File: config.mk
export PLATFORM = sky130hd
export DESIGN_NAME = intc_top
export DESIGN_NICKNAME = d
export VERILOG_FILES = /design/src/rtl/intc_pkg.sv /design/src/rtl/intc_edge_cap.sv /design/src/rtl/intc_ctl_regs.sv /design/src/rtl/intc_prio.sv /design/src/rtl/intc_top.sv
export SDC_FILE = /design/constraint.sdc
export NUM_CORES = 1
export LEC_CHECK = 0
export BUFFER_PORTS_ARGS = -buffer_cell sky130_fd_sc_hd__buf_4
export CAP_MARGIN = 20
export CORE_MARGIN = 4
export CORE_UTILIZATION = 35
export CTS_CLUSTER_DIAMETER = 40
export DETAILED_ROUTE_END_ITERATION = 7
export PLACE_DENSITY = 0.7
export RECOVER_POWER = 25
export SLEW_MARGIN = 20
export SYNTH_ARGS = -nofsm -noshare
export SYNTH_HDL_FRONTEND = slang
export SYNTH_SLANG_ARGS = --single-unit
File: constraint.sdc
create_clock -name clk -period 0.97 [get_ports clk]
set_input_delay 0.0485 -clock clk [delete_from_list [all_inputs] [get_ports clk]]
set_output_delay 0.0485 -clock clk [all_outputs]
set_load 0.02 [all_outputs]
File: src/rtl/intc_pkg.sv
package intc_pkg;

  localparam int NSRC  = 5;  // nmi, edge, lvl_a, lvl_b, ext
  localparam int MASKW = 3;  // masks for edge, lvl_a, lvl_b

  typedef enum logic [2:0] {
    SRC_NONE = 3'd0,
    SRC_NMI  = 3'd1,
    SRC_EDGE = 3'd2,
    SRC_LVLA = 3'd3,
    SRC_LVLB = 3'd4,
    SRC_EXT  = 3'd5
  } src_e;

  // elig[4]=nmi, [3]=edge, [2]=lvl_a, [1]=lvl_b, [0]=ext; higher bit wins
  function automatic src_e pick_src(input logic [NSRC-1:0] elig);
    src_e s;
    s = SRC_NONE;
    if (elig[4])      s = SRC_NMI;
    else if (elig[3]) s = SRC_EDGE;
    else if (elig[2]) s = SRC_LVLA;
    else if (elig[1]) s = SRC_LVLB;
    else if (elig[0]) s = SRC_EXT;
    return s;
  endfunction

  function automatic logic is_maskable(input src_e s);
    return (s != SRC_NONE) && (s != SRC_NMI);
  endfunction

endpackage

File: src/rtl/intc_edge_cap.sv
// Rising-edge capture. STICKY=1: the flag holds until cleared.
// STICKY=0: the flag also drops as soon as the input goes low.
module intc_edge_cap #(
  parameter bit STICKY = 1'b1
) (
  input  logic clk,
  input  logic rst_n,
  input  logic in_i,
  input  logic clr_i,
  output logic q_o
);

  logic prev_q;
  logic rise;
  logic q_n;

  assign rise = in_i & ~prev_q;

  generate
    if (STICKY) begin : g_sticky
      assign q_n = (q_o & ~clr_i) | rise;
    end else begin : g_armed
      assign q_n = (q_o & in_i & ~clr_i) | rise;
    end
  endgenerate

  always_ff @(posedge clk or negedge rst_n) begin
    if (!rst_n) begin
      prev_q <= 1'b1;  // a level present at reset is not an edge
      q_o    <= 1'b0;
    end else begin
      prev_q <= in_i;
      q_o    <= q_n;
    end
  end

  // a clear without a concurrent new edge empties the flag
  p_clear_drops_r8: assert property (@(posedge clk) disable iff (!rst_n)
    (clr_i && !(in_i && !prev_q)) |=> !q_o);

endmodule

File: src/rtl/intc_ctl_regs.sv
module intc_ctl_regs #(
  parameter int MW = 3
) (
  input  logic          clk,
  input  logic          rst_n,
  input  logic          ie_set_i,
  input  logic          ie_clr_i,
  input  logic          drop_i,     // a maskable line was accepted
  input  logic          we_i,
  input  logic [MW-1:0] wdata_i,
  output logic          ie_o,
  output logic [MW-1:0] mask_o
);

  always_ff @(posedge clk or negedge rst_n) begin
    if (!rst_n) begin
      ie_o   <= 1'b0;
      mask_o <= '1;
    end else begin
      if (drop_i)        ie_o <= 1'b0;
      else if (ie_clr_i) ie_o <= 1'b0;
      else if (ie_set_i) ie_o <= 1'b1;
      if (we_i) mask_o <= wdata_i;
    end
  end

  p_ie_drop_r7: assert property (@(posedge clk) disable iff (!rst_n)
    drop_i |=> !ie_o);

  p_mask_load_r11: assert property (@(posedge clk) disable iff (!rst_n)
    we_i |=> (mask_o == $past(wdata_i)));

endmodule

File: src/rtl/intc_prio.sv
module intc_prio
  import intc_pkg::*;
(
  input  logic [NSRC-1:0] elig_i,
  output src_e            src_o
);

  always_comb src_o = pick_src(elig_i);

endmodule

File: src/rtl/intc_top.sv
module intc_top
  import intc_pkg::*;
#(
  parameter int                 VEC_W    = 16,
  parameter logic [VEC_W-1:0]   VEC_NMI  = 16'h0024,
  parameter logic [VEC_W-1:0]   VEC_EDGE = 16'h003C,
  parameter logic [VEC_W-1:0]   VEC_LVLA = 16'h0034,
  parameter logic [VEC_W-1:0]   VEC_LVLB = 16'h002C
) (
  input  logic             clk,
  input  logic             rst_n,
  input  logic             nmi_i,
  input  logic             edge_req_i,
  input  logic             lvl_a_i,
  input  logic             lvl_b_i,
  input  logic             ext_req_i,
  input  logic             sample_i,
  input  logic             ie_set_i,
  input  logic             ie_clr_i,
  input  logic             mask_we_i,
  input  logic [MASKW:0]   mask_wdata_i,
  output logic             take_o,
  output logic             inta_o,
  output logic             pc_hold_o,
  output logic [VEC_W-1:0] vec_o,
  output logic             ie_o,
  output logic [MASKW-1:0] mask_o,
  output logic [MASKW-1:0] pend_o
);

  localparam int CLR_BIT = MASKW;

  function automatic logic [VEC_W-1:0] vec_of(input src_e s);
    case (s)
      SRC_NMI:  return VEC_NMI;
      SRC_EDGE: return VEC_EDGE;
      SRC_LVLA: return VEC_LVLA;
      SRC_LVLB: return VEC_LVLB;
      default:  return '0;
    endcase
  endfunction

  // named internal events
  logic             nmi_arm;
  logic             edge_lat;
  logic [NSRC-1:0]  elig;
  src_e             pick;
  logic             accept;
  logic             accept_nmi;
  logic             accept_edge;
  logic             accept_mask;
  logic             edge_clr;
  logic             ie_q;
  logic [MASKW-1:0] mask_q;

  assign accept      = sample_i && (pick != SRC_NONE);
  assign accept_nmi  = accept && (pick == SRC_NMI);
  assign accept_edge = accept && (pick == SRC_EDGE);
  assign accept_mask = accept && is_maskable(pick);
  assign edge_clr    = accept_edge || (mask_we_i && mask_wdata_i[CLR_BIT]);

  intc_edge_cap #(.STICKY(1'b0)) u_nmi_cap (
    .clk(clk), .rst_n(rst_n), .in_i(nmi_i), .clr_i(accept_nmi), .q_o(nmi_arm)
  );

  intc_edge_cap #(.STICKY(1'b1)) u_edge_cap (
    .clk(clk), .rst_n(rst_n), .in_i(edge_req_i), .clr_i(edge_clr), .q_o(edge_lat)
  );

  intc_ctl_regs #(.MW(MASKW)) u_regs (
    .clk(clk), .rst_n(rst_n), .ie_set_i(ie_set_i), .ie_clr_i(ie_clr_i),
    .drop_i(accept_mask), .we_i(mask_we_i), .wdata_i(mask_wdata_i[MASKW-1:0]),
    .ie_o(ie_q), .mask_o(mask_q)
  );

  assign elig = { nmi_arm & nmi_i,
                  ie_q & edge_lat  & ~mask_q[2],
                  ie_q & lvl_a_i   & ~mask_q[1],
                  ie_q & lvl_b_i   & ~mask_q[0],
                  ie_q & ext_req_i };

  intc_prio u_prio (.elig_i(elig), .src_o(pick));

  always_ff @(posedge clk or negedge rst_n) begin
    if (!rst_n) begin
      take_o <= 1'b0;
      inta_o <= 1'b0;
      vec_o  <= '0;
    end else begin
      take_o <= accept;
      inta_o <= accept && (pick == SRC_EXT);
      vec_o  <= accept ? vec_of(pick) : '0;
    end
  end

  assign pc_hold_o = take_o;
  assign ie_o      = ie_q;
  assign mask_o    = mask_q;
  assign pend_o    = {edge_lat, lvl_a_i, lvl_b_i};

  // accepts only follow a sampling edge
  p_idle_no_take_r4: assert property (@(posedge clk) disable iff (!rst_n)
    !sample_i |=> !take_o);

  // external vector form
  p_inta_form_r5: assert property (@(posedge clk) disable iff (!rst_n)
    inta_o |-> (pc_hold_o && vec_o == '0));

  // internal restart always carries an address
  p_restart_vec_r6: assert property (@(posedge clk) disable iff (!rst_n)
    (take_o && !inta_o) |-> (vec_o != '0));

  // an armed, still-high nmi wins whatever enable and masks say
  p_nmi_blind_r3: assert property (@(posedge clk) disable iff (!rst_n)
    (sample_i && nmi_arm && nmi_i) |=> (take_o && vec_o == VEC_NMI));

  // maskable accepts require the enable one clock earlier
  p_ie_needed_r7: assert property (@(posedge clk) disable iff (!rst_n)
    (take_o && vec_o != VEC_NMI) |-> $past(ie_q));

  // the winner is never below an eligible higher line
  p_order_r2: assert property (@(posedge clk) disable iff (!rst_n)
    (sample_i && elig[3] && !elig[4]) |=> (vec_o == VEC_EDGE));

endmodule

## Word-level counts from Yosys, hierarchy flattened

Index checks and enable logic that the tools add are counted.

- Logic and storage cells: 56
- Register bits after elaboration: 26
- Output and inout port bits: 26

- Muxes and demuxes: 10
- Bitwise logic cells: 21
- Eq/ne operators: 6
- Reductions and logical operators: 10

Operators with widths:

| kind | number |
|---|---|
| one-hot mux 6 bit (4 select lines) | 1 |
| two-way mux 16 bit | 1 |
| two-way mux 3 bit | 5 |
| AND 1 bit | 12 |
| logical AND 1 bit | 7 |
| inverter 1 bit | 7 |
| == test 3 x 2 -> 1 bit, second input constant | 2 |
| == test 3 bit, second input constant | 2 |
| nonzero test 3 bit | 2 |
| == test 3 x 1 -> 1 bit, second input constant | 1 |
| two-way mux 1 bit | 3 |
| inequality test 3 x 1 -> 1 bit, second input constant | 1 |
| OR 1 bit | 2 |
| logical OR 1 bit | 1 |

## Logic depth before layout (Yosys ltp)

- Depth in word-level cells: 13
- Gate-level depth with buffers: 3
- Depth with buffers taken out: 3

## Cells and area by module

From an unflattened synthesis, not the netlist that was laid out.

- Cell total of the unflattened synthesis: 69
- Area total of the unflattened synthesis: 698.2 µm²

By module, submodules not included:

| module | cells an instance | area an instance (µm²) | times used |
|---|---|---|---|
| intc_top | 44 | 377.9 | 1 |
| intc_ctl_regs | 9 | 146.4 | 1 |
| intc_edge_cap at u_edge_cap | 5 | 71.3 | 1 |
| intc_edge_cap at u_nmi_cap | 4 | 65.1 | 1 |
| intc_prio | 7 | 37.5 | 1 |

## Worst setup path before layout

Ideal clock, no wire load.

- Path kind: reg2reg
- Start point: register u_regs.ie_o
- End point: register u_edge_cap.q_o
- Cell stages (with the launch flop): 4
- Buffers on the path: 0
- Arrival time: 1043 ps
- Library setup time: 122 ps
- Path slack: -194 ps
- Path through: dfrtp_1 > nand2_2 > a211o_1 > a32o_1

- Cells in the longest elaborated chain, start to end: 13
- Elaborated cells on any way between the ends: 20
- Classes of those cells: eq/ne: 1; mux: 5; bitwise: 10; reduce/logical: 4

Ends and longest elaborated chain:

| element | RTL line | text |
|---|---|---|
| start: declaration | intc_ctl_regs.sv:11 | `output logic ie_o,` |
| start signal: assignment | intc_ctl_regs.sv:17 | `ie_o <= 1'b0;` |
| start signal: assignment | intc_ctl_regs.sv:20 | `if (drop_i) ie_o <= 1'b0;` |
| start signal: assignment | intc_ctl_regs.sv:21 | `else if (ie_clr_i) ie_o <= 1'b0;` |
| AND 1 bit (on tied branches) | intc_top.sv:80, intc_top.sv:79 |  |
| two-way mux 3 bit or AND 1 bit (tied branches) | intc_pkg.sv:23, intc_top.sv:79 |  |
| two-way mux 3 bit | intc_pkg.sv:22 | `else if (elig[1]) s = SRC_LVLB;` |
| two-way mux 3 bit | intc_pkg.sv:21 | `else if (elig[2]) s = SRC_LVLA;` |
| two-way mux 3 bit (*) | intc_pkg.sv:20 | `else if (elig[3]) s = SRC_EDGE;` |
| two-way mux 3 bit (*) | intc_pkg.sv:19 | `if (elig[4]) s = SRC_NMI;` |
| nonzero test 3 bit | intc_top.sv:56 | `assign accept = sample_i && (pick != SRC_NONE);` |
| logical AND 1 bit | intc_top.sv:56 |  |
| logical AND 1 bit (*) | intc_top.sv:58 | `assign accept_edge = accept && (pick == SRC_EDGE);` |
| logical OR 1 bit (*) | intc_top.sv:60 | `assign edge_clr = accept_edge \|\| (mask_we_i && mask_wdata_i[CLR_BIT]);` |
| inverter 1 bit (*) | intc_edge_cap.sv:21 | `assign q_n = (q_o & ~clr_i) \| rise;` |
| AND 1 bit (*) | intc_edge_cap.sv:21 |  |
| OR 1 bit (*) | intc_edge_cap.sv:21 |  |
| net u_edge_cap.q_n | intc_edge_cap.sv:15 | `logic q_n;` |
| end signal: assignment | intc_edge_cap.sv:33 | `q_o <= q_n;` |
| end: declaration | intc_edge_cap.sv:10 | `output logic q_o` |

The timed path passes the listed nets; every way through them passes the cells marked *.
A chain may end at the register's enable or synchronous reset.

## Final worst setup path

- Start point: register u_regs.mask_o[1]
- End point: register u_regs.ie_o

- Cells in the longest elaborated chain, start to end: 9
- Elaborated cells on any way between the ends: 12
- Classes of those cells: eq/ne: 1; mux: 4; bitwise: 2; reduce/logical: 5

Ends and longest elaborated chain:

| element | RTL line | text |
|---|---|---|
| start: declaration | intc_ctl_regs.sv:12 | `output logic [MW-1:0] mask_o` |
| start signal: assignment | intc_ctl_regs.sv:23 | `if (we_i) mask_o <= wdata_i;` |
| inverter 1 bit (*) | intc_top.sv:78 | `ie_q & lvl_a_i & ~mask_q[1],` |
| AND 1 bit (*) | intc_top.sv:78 |  |
| two-way mux 3 bit (*) | intc_pkg.sv:21 |  |
| two-way mux 3 bit (*) | intc_pkg.sv:20 |  |
| two-way mux 3 bit (*) | intc_pkg.sv:19 |  |
| inequality test 3 x 1 -> 1 bit or nonzero test 3 bit (tied branches) | intc_pkg.sv:28, intc_top.sv:56 |  |
| logical AND 1 bit (on tied branches) | intc_pkg.sv:28, intc_top.sv:56 |  |
| logical AND 1 bit (*) | intc_top.sv:59 | `assign accept_mask = accept && is_maskable(pick);` |
| nonzero test 3 bit (no source line) or two-way mux 1 bit (tied branches) | -- |  |

Every way passes the cells marked *; elsewhere a longest branch is shown, timed or not.

==> metrics <==
post-synthesis mux area share=under 10%; area added between synthesis and finish=61.0%; Total GRT Usage=a little under an eighth; pre-CTS WS=-116 ps; routed wl met3=between 100 and 150 um; clock sinks=13; die extent in x=51.2 um; DR iter-0 viols=1; Final ANT Viol Nets=0; wl on met1=562 um; WS Path Type=flop to flop; fin cells=between 100 and 150; critical path capture point type=flop; Post-synth EDFFs=0; crit path time final=approximately 1100 ps; drt wl/cell=between 10 and 15 um; largest family of logic cells by synthesized area=buffers and inverters; Worst EP arrival=about 1400 ps; PD cells=1350 mW/mm^2; IO Count=just over 40; Avg Inst Size Synth=11.0 um^2; Worst-Margin Slew=approximately 680 ps; Final HPWL DP=between 1000 and 1500 um; share of cells above drive strength 1=between 50% and 60%; Data required, critical path=between 1000 and 1500 ps; Post-DP Area=878 um^2; grt ovf=0; Syn Inst Count=59; startpoint types=flop; worst vdd ir=about 0.71 mV; vias in the first global route=499; Crit Path Max Fanout=3; gpl congestion=between 0.7 and 0.8; pin count of the biggest net entering global routing=14; compound-gate portion of the synthesized area=under 10%; Vias/cell=between 4 and 5; commonest non-fill, non-tap cell in the layout=buf_4; max_cap viols=0; Synth Area in Adders=0%; metal2 WL=approximately 760 um; simple-gate share of the synthesized area=~15%; clock buffer count from CTS=3; crit share post-route=118%; number of synthesized register bits=13; status=complete, but fails checks; Top Layer Used=met4; initial antenna violation count=0; Synth warnings=0; RSZ-0062 raised after global routing=yes; Leak Pwr=0.521 nW; r2r setup slk=-180 ps; xor-xnor portion of the synthesized cell area=0%; DR vias=between 500 and 600; Root Driver=clkbuf_4; top post-synthesis cells by area=dfrtp_1, dfstp_2, buf_4; drt total wl=between 1000 and 1500 um; Initial Util=37.3%; Primary FF master, synth=dfrtp_1; Max clock buf depth=2; cell taking the most area after synthesis=dfrtp_1; IO buf count=28; Setup WS post-layout=-175 ps; Worst-Skew Late Latency=270 ps; skew final=~1.2 ps; # nets final=118; first-pass GRT wire length=2130 um; Row Count=15; Rel. slew slack=54.5%; Diodes inserted=0; CTS H-tree depth=1; Hold Crit Class=input port to flop; fmax=just under 0.9 GHz; Synth top area share=30.7%; Core Area=between 0.0015 and 0.002 mm^2; die area=approximately 0.0026 mm^2; Die Y=51.2 um; sequential area share after synthesis=50.9%; violated checks=setup timing; cell area after layout=0.00105 mm^2; drt first pass iters=2; Residual DRC=0; Final Hold Fails=0; CTS tree=yes; Max Slew Vio Count=0; ys async rst share=100%; commonest cells after routing, fill and taps aside=buf_4, conb_1, buf_6; Cell Count Post-Placement=114; Final setup viols=10; post-synth cell types=23; Mapped Area=about 650 um^2; Worst-path clk slew=80 ps
==> path summary, 6_finish.rpt <==
path                                   startpoint                to  cells after the start
worst min-delay path              mask_wdata_i[1]  u_regs.mask_o[1]                      2
worst max-delay path             u_regs.mask_o[1]       u_regs.ie_o                      3
max in group asynchronous                   rst_n       u_regs.ie_o                      2
worst max register to register   u_regs.mask_o[1]       u_regs.ie_o                      3
min in group asynchronous                   rst_n         pc_hold_o                      2
worst min register to register  u_edge_cap.prev_q    u_edge_cap.q_o                      2
==> synth_stat cells (2+ instances only) <==
| cell type | number |
|---|---|
| mux2_2 | 3 |
| nand2b_1 | 2 |
| nor2_1 | 5 |
| buf_4 | 17 |
| nor2b_1 | 3 |
| dfstp_2 | 5 |
| dfrtp_1 | 8 |
==> repair_timing <==
item,in CTS,in global routing
buffers inserted,0,4
hold endpoints to repair,17,1
hold buffers,4,1
setup endpoints to repair,10,11
pin swaps,6,7
gates resized for setup,14,4
==> flip-flops by register name, indices dropped and copies added (netlist names) <==
name               cells
u_edge_cap.q_o         1
u_regs.ie_o            1
pc_hold_o              1
u_edge_cap.prev_q      1
u_nmi_cap.prev_q       1
u_nmi_cap.q_o          1
vec_o                  3
u_regs.mask_o          3
inta_o                 1
==> final cells by class <==
cell class,instances,area [um^2]
timing repair buffer,45,388
multi-input combinational,39,268
inverter,1,3.75
fill,151,696
sequential,13,333
clock buffer,4,26.3
tap,25,31.3
==> per-layer routing <==
layer | GRT usage [%] | vias up
li1 | - | 253
met5 | 0 | -
met3 | 2.62 | 3
met2 | 19.3 | 27
met1 | 12.2 | 253
met4 | 8.07 | 0
==> power by group <==
| part | switching (W) | internal (W) | total, W |
|---|---|---|---|
| registers | 0.0000302 | 0.000595 | 0.000625 |
| logic | 0.000221 | 0.000243 | 0.000465 |
| clock network | 0.000172 | 0.000159 | 0.000331 |
| total | 0.000423 | 0.000998 | 0.00142 |
==> through the flow <==
stage	hold slack [ps]	TNS [ps]	power (W)	util, %
4_1_cts	2.36	-731	0.00139	56.8
5_1_grt	2.88	-1410	0.00149	60.1
3_5_place_dp	-99.8	-413	0.000995	50.3
3_3_place_gp	-104	-320	0.000989	50.3
6_report	5.62	-999	0.00142	60.1
2_1_floorplan	-247	-608	0.000868	-
==> logic make-up after synthesis <==
logic type,count (synthesis)
compound gates,8
buf+inv,18
flops,13
mux,3
other cells,1
simple gates,16
==> worst max-delay path, stage by stage (launching register included) <==
cell	delay, ps
dfstp_2	560
nor2b_4	60
nor4_4	290
o21a_1	170
(Power assumes the default switching activity.)
